### src/rtl/digit_scanner_pkg.sv
package digit_scanner_pkg;

  // Fields of the half-digit slot, MSB first: over, under, sign, half
  typedef struct packed {
    logic over;
    logic under;
    logic sign;
    logic half;
  } top_slot_t;

  localparam int TOP_SLOT_W = $bits(top_slot_t);

endpackage

### src/rtl/dscan_capture.sv
module dscan_capture
  import digit_scanner_pkg::*;
#(
  parameter int DIGIT_W = 4,
  parameter int N_FULL  = 3
) (
  input  logic                      clk,
  input  logic                      rst,
  input  logic                      load,
  input  logic [N_FULL*DIGIT_W-1:0] full_in,
  input  top_slot_t                 status_in,
  output logic [N_FULL*DIGIT_W-1:0] full_q,
  output top_slot_t                 status_q
);

  always_ff @(posedge clk) begin
    if (rst) begin
      full_q   <= '0;
      status_q <= '0;
    end else if (load) begin
      full_q   <= full_in;
      status_q <= status_in;
    end
  end

endmodule

### src/rtl/dscan_timer.sv
module dscan_timer #(
  parameter int SLOTS      = 4,
  parameter int HOLD_CLKS  = 18,
  parameter int GAP_CLKS   = 2,
  localparam int SLOT_W    = (SLOTS > 1) ? $clog2(SLOTS) : 1
) (
  input  logic              clk,
  input  logic              rst,
  input  logic              restart,
  output logic [SLOT_W-1:0] slot_idx,
  output logic              show
);

  localparam int SLOT_CLKS = HOLD_CLKS + GAP_CLKS;
  localparam int TICK_W    = (SLOT_CLKS > 1) ? $clog2(SLOT_CLKS) : 1;

  logic              running_q;
  logic [TICK_W-1:0] tick_q;
  logic [SLOT_W-1:0] slot_q;
  logic              slot_end;
  logic              last_slot;

  assign slot_end  = (tick_q == TICK_W'(SLOT_CLKS - 1));
  assign last_slot = (slot_q == SLOT_W'(SLOTS - 1));

  always_ff @(posedge clk) begin
    if (rst) begin
      running_q <= 1'b0;
      tick_q    <= '0;
      slot_q    <= '0;
    end else if (restart) begin
      running_q <= 1'b1;
      tick_q    <= '0;
      slot_q    <= '0;
    end else if (running_q) begin
      if (slot_end) begin
        tick_q <= '0;
        slot_q <= last_slot ? '0 : slot_q + 1'b1;
      end else begin
        tick_q <= tick_q + 1'b1;
      end
    end
  end

  assign slot_idx = slot_q;
  assign show     = running_q && (tick_q < TICK_W'(HOLD_CLKS));

endmodule

### src/rtl/dscan_slot_mux.sv
module dscan_slot_mux #(
  parameter int DIGIT_W  = 4,
  parameter int N_FULL   = 3,
  localparam int SLOTS   = N_FULL + 1,
  localparam int SLOT_W  = $clog2(SLOTS)
) (
  input  logic                      show,
  input  logic [SLOT_W-1:0]         slot_idx,
  input  logic [DIGIT_W-1:0]        top_word,
  input  logic [N_FULL*DIGIT_W-1:0] full_q,
  output logic [SLOTS-1:0]          sel,
  output logic [DIGIT_W-1:0]        bus
);

  logic [DIGIT_W-1:0] words [SLOTS];

  // Slot 0 is the half-digit slot on the highest select line
  assign words[0] = top_word;

  for (genvar s = 1; s < SLOTS; s++) begin : g_full
    assign words[s] = full_q[(N_FULL-s)*DIGIT_W +: DIGIT_W];
  end

  for (genvar s = 0; s < SLOTS; s++) begin : g_sel
    assign sel[SLOTS-1-s] = show && (slot_idx == SLOT_W'(s));
  end

  assign bus = show ? words[slot_idx] : '0;

endmodule

### src/rtl/digit_scanner.sv
module digit_scanner
  import digit_scanner_pkg::*;
#(
  parameter int DIGIT_W   = 4,
  parameter int N_FULL    = 3,
  parameter int HOLD_CLKS = 18,
  parameter int GAP_CLKS  = 2
) (
  input  logic                      clk,
  input  logic                      rst,
  input  logic                      eoc_strobe,
  input  logic [N_FULL*DIGIT_W-1:0] full_digits,
  input  logic                      half_digit,
  input  logic                      polarity,
  input  logic                      under_range,
  input  logic                      over_range,
  output logic [N_FULL:0]           digit_sel,
  output logic [DIGIT_W-1:0]        bcd_bus
);

  localparam int SLOTS  = N_FULL + 1;
  localparam int SLOT_W = $clog2(SLOTS);

  top_slot_t                 status_in;
  top_slot_t                 status_q;
  logic [N_FULL*DIGIT_W-1:0] full_q;
  logic [SLOT_W-1:0]         slot_idx;
  logic                      show;
  logic [DIGIT_W-1:0]        top_word;

  assign status_in = '{over: over_range, under: under_range,
                       sign: polarity,   half: half_digit};
  assign top_word  = DIGIT_W'(status_q);

  dscan_capture #(.DIGIT_W(DIGIT_W), .N_FULL(N_FULL)) u_capture (
    .clk       (clk),
    .rst       (rst),
    .load      (eoc_strobe),
    .full_in   (full_digits),
    .status_in (status_in),
    .full_q    (full_q),
    .status_q  (status_q)
  );

  dscan_timer #(.SLOTS(SLOTS), .HOLD_CLKS(HOLD_CLKS), .GAP_CLKS(GAP_CLKS)) u_timer (
    .clk      (clk),
    .rst      (rst),
    .restart  (eoc_strobe),
    .slot_idx (slot_idx),
    .show     (show)
  );

  dscan_slot_mux #(.DIGIT_W(DIGIT_W), .N_FULL(N_FULL)) u_mux (
    .show     (show),
    .slot_idx (slot_idx),
    .top_word (top_word),
    .full_q   (full_q),
    .sel      (digit_sel),
    .bus      (bcd_bus)
  );

endmodule

### config.mk
export PLATFORM = sky130hd
export DESIGN_NAME = digit_scanner
export DESIGN_NICKNAME = d
export VERILOG_FILES = /design/src/rtl/digit_scanner_pkg.sv /design/src/rtl/dscan_capture.sv /design/src/rtl/dscan_timer.sv /design/src/rtl/dscan_slot_mux.sv /design/src/rtl/digit_scanner.sv
export SDC_FILE = /design/constraint.sdc
export NUM_CORES = 1
export LEC_CHECK = 0
export ABC_AREA = 1
export BUFFER_PORTS_ARGS = -buffer_cell sky130_fd_sc_hd__buf_2
export CORE_MARGIN = 5
export CORE_UTILIZATION = 45
export CTS_CLUSTER_DIAMETER = 30
export CTS_CLUSTER_SIZE = 16
export DETAILED_ROUTE_END_ITERATION = 10
export PLACE_DENSITY_LB_ADDON = 0.25
export SYNTH_ARGS = -nofsm -noshare
export SYNTH_HDL_FRONTEND = slang
export SYNTH_SLANG_ARGS = --single-unit
### constraint.sdc
create_clock -name clk -period 1.35 [get_ports clk]
set_clock_uncertainty 0.15 [all_clocks]
set_input_delay 0.2025 -clock clk [delete_from_list [all_inputs] [get_ports clk]]
set_output_delay 0.2025 -clock clk [all_outputs]
set_load 0.02 [all_outputs]
# Word-level counts from Yosys, hierarchy flattened
# Cells that the tools add are included.
# totals
reg_bits	24
input_bits	19
output_inout_bits	8
# op_classes
n_addsub	2
magnitude_cmp	2
eq_ne	4
mux	6
bitwise_logic	1
n_reduce_logical	8
# ops
op	n
4-bit 2-to-1 mux	3
4-bit binary-select mux with 2-bit select	1
5-bit by 1-bit adder with 5-bit output (second input constant)	1
5-bit == test (second input constant)	1
1-bit logical AND	5
5-bit less-than comparator (second input constant)	1
5-bit 2-to-1 mux	1
2-bit == test (second input constant)	2
3-bit greater-or-equal comparator (second input constant)	1
2-bit inverter with 3-bit output	1
2-bit by 1-bit adder with 2-bit output (second input constant)	1
2-bit by 1-bit == test with 1-bit output (second input constant)	1
2-bit logical NOT	1
2-bit 2-to-1 mux	1
2-bit AND reduction	1
2-bit OR reduction	1

# Logic depth before layout (Yosys ltp)
# logic_depth
word_depth	5
ltp_mapped	7
depth_no_buf	7

# Modules after synthesis
# Synthesis repeated with hierarchy kept, for this count alone.
# hier_totals
cells_unflattened	196
area_unflattened_um2	1246.2
# by_module_without_submodules
module	n_inst	cells_per_inst	area_each_um2
dscan_capture	1	101	670.6
dscan_timer	1	53	386.6
dscan_slot_mux	1	42	188.9

# Least setup slack after synthesis
# OpenSTA, ideal clock, no wires.
# synth_path
kind	register to output
from	register u_timer.slot_q[0] (netlist: u_timer.slot_idx[0])
to	output digit_sel[1]
t_arrival_ns	1.064
t_required_ns	0.998
slack_ns	-0.067
path_stages_with_launch	6
n_path_buf	1
cell_sequence	dfxtp_1 > buf_4 > inv_2 > ha_1 > inv_1 > nor2_1
# synth_via
elab_chain_cells	2
# synth_lines
element	line_no	text
start: declaration	dscan_timer.sv:19	logic [SLOT_W-1:0] slot_q;
start signal: assignment	dscan_timer.sv:38	slot_q <= last_slot ? '0 : slot_q + 1'b1;
2-bit == test	dscan_slot_mux.sv:25	assign sel[SLOTS-1-s] = show && (slot_idx == SLOT_W'(s));
1-bit logical AND	dscan_slot_mux.sv:25	
end: declaration	digit_scanner.sv:17	output logic [N_FULL:0] digit_sel,
# No other way between the ends.

# Final worst setup path
# layout_path
from	register u_timer.tick_q[2]
to	output bcd_bus[1]
# layout_via
elab_chain_cells	3
# layout_lines
element	line_no	text
start: declaration	dscan_timer.sv:18	logic [TICK_W-1:0] tick_q;
start signal: assignment	dscan_timer.sv:40	tick_q <= tick_q + 1'b1;
5-bit less-than comparator	dscan_timer.sv:46	assign show = running_q && (tick_q < TICK_W'(HOLD_CLKS));
1-bit logical AND	dscan_timer.sv:46	
4-bit 2-to-1 mux	dscan_slot_mux.sv:28	assign bus = show ? words[slot_idx] : '0;
end: declaration	digit_scanner.sv:18	output logic [DIGIT_W-1:0] bcd_bus
# No other way between the ends.

==> qor.csv <==
metric,value,unit
Max Cap Viol,0,
Avg Inst Size Synth,7.01,µm²
Num CTS Buffers,3,
DR pass1 iterations,4,
critical path type,reg2out,
peak supply drop,0.550,mV
Final ANT Viol Nets,0,
slowest cell delay on critical path,360,ps
CTS tree,done,
IO Port Bufs,26,
Yosys warnings,0,
Post-Route WL,2420,µm
Hold EP,u_capture.full_q[8]$_SDFFE_PP0P_,
reg2reg setup slack,110,ps
hold path depth,3,
RSZ-0062 raised after global routing,yes,
post-synthesis net count,196,
Lkg Pwr,0.764,nW
crit-path cells,nor2_4 > nand2_2 > a21oi_4 > nand2_1 > inv_1 > buf_6,
Psw,0.326,mW
Rows,18,
biggest area consumer among synthesized cells,dfxtp_1,
Setup-failing EPs final,8,
Max Slew Vio Count,0,
routing usage on met2,26.3,%
DPL Wire Length,1920,µm
H-tree levels,1,
Clk pwr share,28.8,%
I/O Pins,27,
Die Height,61.7,µm
gpl congestion,0.766,
Die Footprint,3810,µm²
post-synth top area share,39.9,%
"Distinct cells, synth",22,
"Slowest-stage cell, CP",dfxtp_2,
pin count of the biggest net entering global routing,34,
first-pass GRT wire length,4410,µm
antenna cells,0,
"top cells by area, synth","dfxtp_1, nand2_1, inv_1",
Least-Margin Pin Slew,346,ps
grt ovf,0,
# nets final,232,
P per Cell Area,852,nW/µm²
Reg-to-Reg Start,u_timer.tick_q[0]$_SDFFE_PP0P_,
CTS Root Cell,clkbuf_4,
"Clk pin slew, worst setup/hold paths",130,ps
Hold Crit Start,full_digits[8],
failing checks,setup timing,
FMAX,0.613,GHz
DIE WIDTH,61.7,µm
"Hold Violations, Final",0,
"Period Utilization, post-route",121,%
DRC viols,0,
core area,2520,µm²
synthesized area,1200,µm²
M1 GR Usage,18.6,%
critical path peak fanout,4,
"Req. time, crit path",1000,ps
DP Area,1420,µm²
sequential-to-total area share from yosys stat,39.9,%
Reg2Reg Depth,6,
initial antenna violation count,0,
Area Growth Syn to Fin,27.9,%
switch share,24.8,%
most frequent cells in the layout,"nand2_1, inv_1, dfxtp_1",
drt first-iter violations,37,
relative slew slack,76.9,%
vias per cell,4.77,
synthesized netlist cell count,172,
Critical R2R Capture,u_timer.tick_q[2]$_SDFFE_PP0P_,
Hold Crit Class,in2reg,
status,"finished, violations left",
Setup crit end kind,output port,
critical path data arrival time,1280,ps
setup tns final,-2100,ps
min cycle time layout,1630,ps
#FFs+latches synth,24,
fraction of layout cells with a size suffix above 1,28.5,%
"commonest non-fill, non-tap cell in the layout",nand2_1,
layer with the highest usage,met2,
final setup margin,-281,ps
wire per inst,10.2,µm
Reg power frac,57.5,%
Internal,0.989,mW
clock latency on the worst-skew pair,310,ps
Power Total,1.31,mW
Initial Utilization,47.8,%
fin util,61.1,%
routed vias,1131,
All-Layer GR Usage,15.3,%
Final Cell Area,1540,µm²
M3 GR Usage,3.51,%
clock sink count,24,
startpoint types,flop,
vias in the first global route,1089,
Comb power frac,13.7,%
clk buf depth,2,
-- layer usage --
metal	part of all wire [%]	up-vias
li1	-	612
met1	43	493
met2	50	22
met3	5.5	4
met4	1.3	0
met5	0	-
-- worst max-delay path by stage --
stage / from / to / slack [ps] / cells after the start
after floorplan: u_timer.tick_q[2]$_SDFFE_PP0P_ / digit_sel[0] / -20 / 5
after global placement: u_timer.tick_q[2]$_SDFFE_PP0P_ / bcd_bus[3] / 40 / 6
after detailed placement: u_timer.slot_idx[1]$_SDFFE_PP0P_ / digit_sel[2] / 30 / 5
after CTS: u_timer.tick_q[2]$_SDFFE_PP0P_ / bcd_bus[0] / -300 / 6
after global routing: u_timer.tick_q[2]$_SDFFE_PP0P_ / bcd_bus[3] / -380 / 6
final: u_timer.tick_q[2]$_SDFFE_PP0P_ / bcd_bus[1] / -280 / 6
-- flip-flops by register name (all words and copies together), names as in the netlist --
register            flops
u_capture.full_q       12
u_capture.status_q      4
u_timer.running_q       1
u_timer.slot_idx        2
u_timer.tick_q          5
-- power groups by stage --
stage	logic (mW)	registers, mW	clock network [mW]
after global routing	0.207	0.761	0.415
after CTS	0.179	0.758	0.383
after floorplan	0.109	0.772	0
after detailed placement	0.169	0.775	0
after global placement	0.164	0.772	0
final	0.180	0.756	0.379
-- stage by stage --
step / cells / setup WS [ps] / hold slack, ps
floorplan: 172 / -19.0 / 122
global placement: 231 / 44.1 / 238
detailed placement: 231 / 28.4 / 246
CTS: 236 / -298 / 4.26
global route: 237 / -379 / 11.7
finish: 237 / -281 / 8.57
-- synth_stat cells (all sizes together) --
master,n
a21oi,20
buf,4
clkbuf,1
clkinv,1
dfxtp,24
ha,5
inv,31
nand2,40
nand3,10
nand4,1
nor2,15
o21ai,17
o21bai,1
or2,1
xor2,1
-- logic make-up (layout without fill, tap and decap cells) --
logic type | Yosys count | count (layout) | synth area share, %
buffers and inverters | 37 | 72 | 12.4
flip-flops | 24 | 24 | 39.9
AND/OR/NAND/NOR | 67 | 67 | 24.6
AO/OA/AOI/OAI | 38 | 38 | 17.2
adder cells (fa/ha/maj) | 5 | 5 | 5.19
XOR/XNOR | 1 | 1 | 0.727
-- worst max-delay path, delay by kind of cell, from the launching register on --
kind | cells | cell delay [ps]
compound gates | 1 | 170
buf+inv | 2 | 180
flops | 1 | 360
simple gates | 3 | 260
-- repair_timing --
item	in CTS	in global routing
setup endpoints to repair	8	12
endpoints found under the hold margin	1	1
resized for setup	19	7
setup buffers	0	0
pin swaps	0	0
hold buffers	1	1
-- final cells by class --
cell class	count	area, µm²
clock buffer	4	36.3
fill	257	981
inverter	32	124
multi-input combinational	111	586
sequential	24	489
tap	30	37.5
timing repair buffer	36	269
No activity file was read; power rests on OpenSTA's default activity.
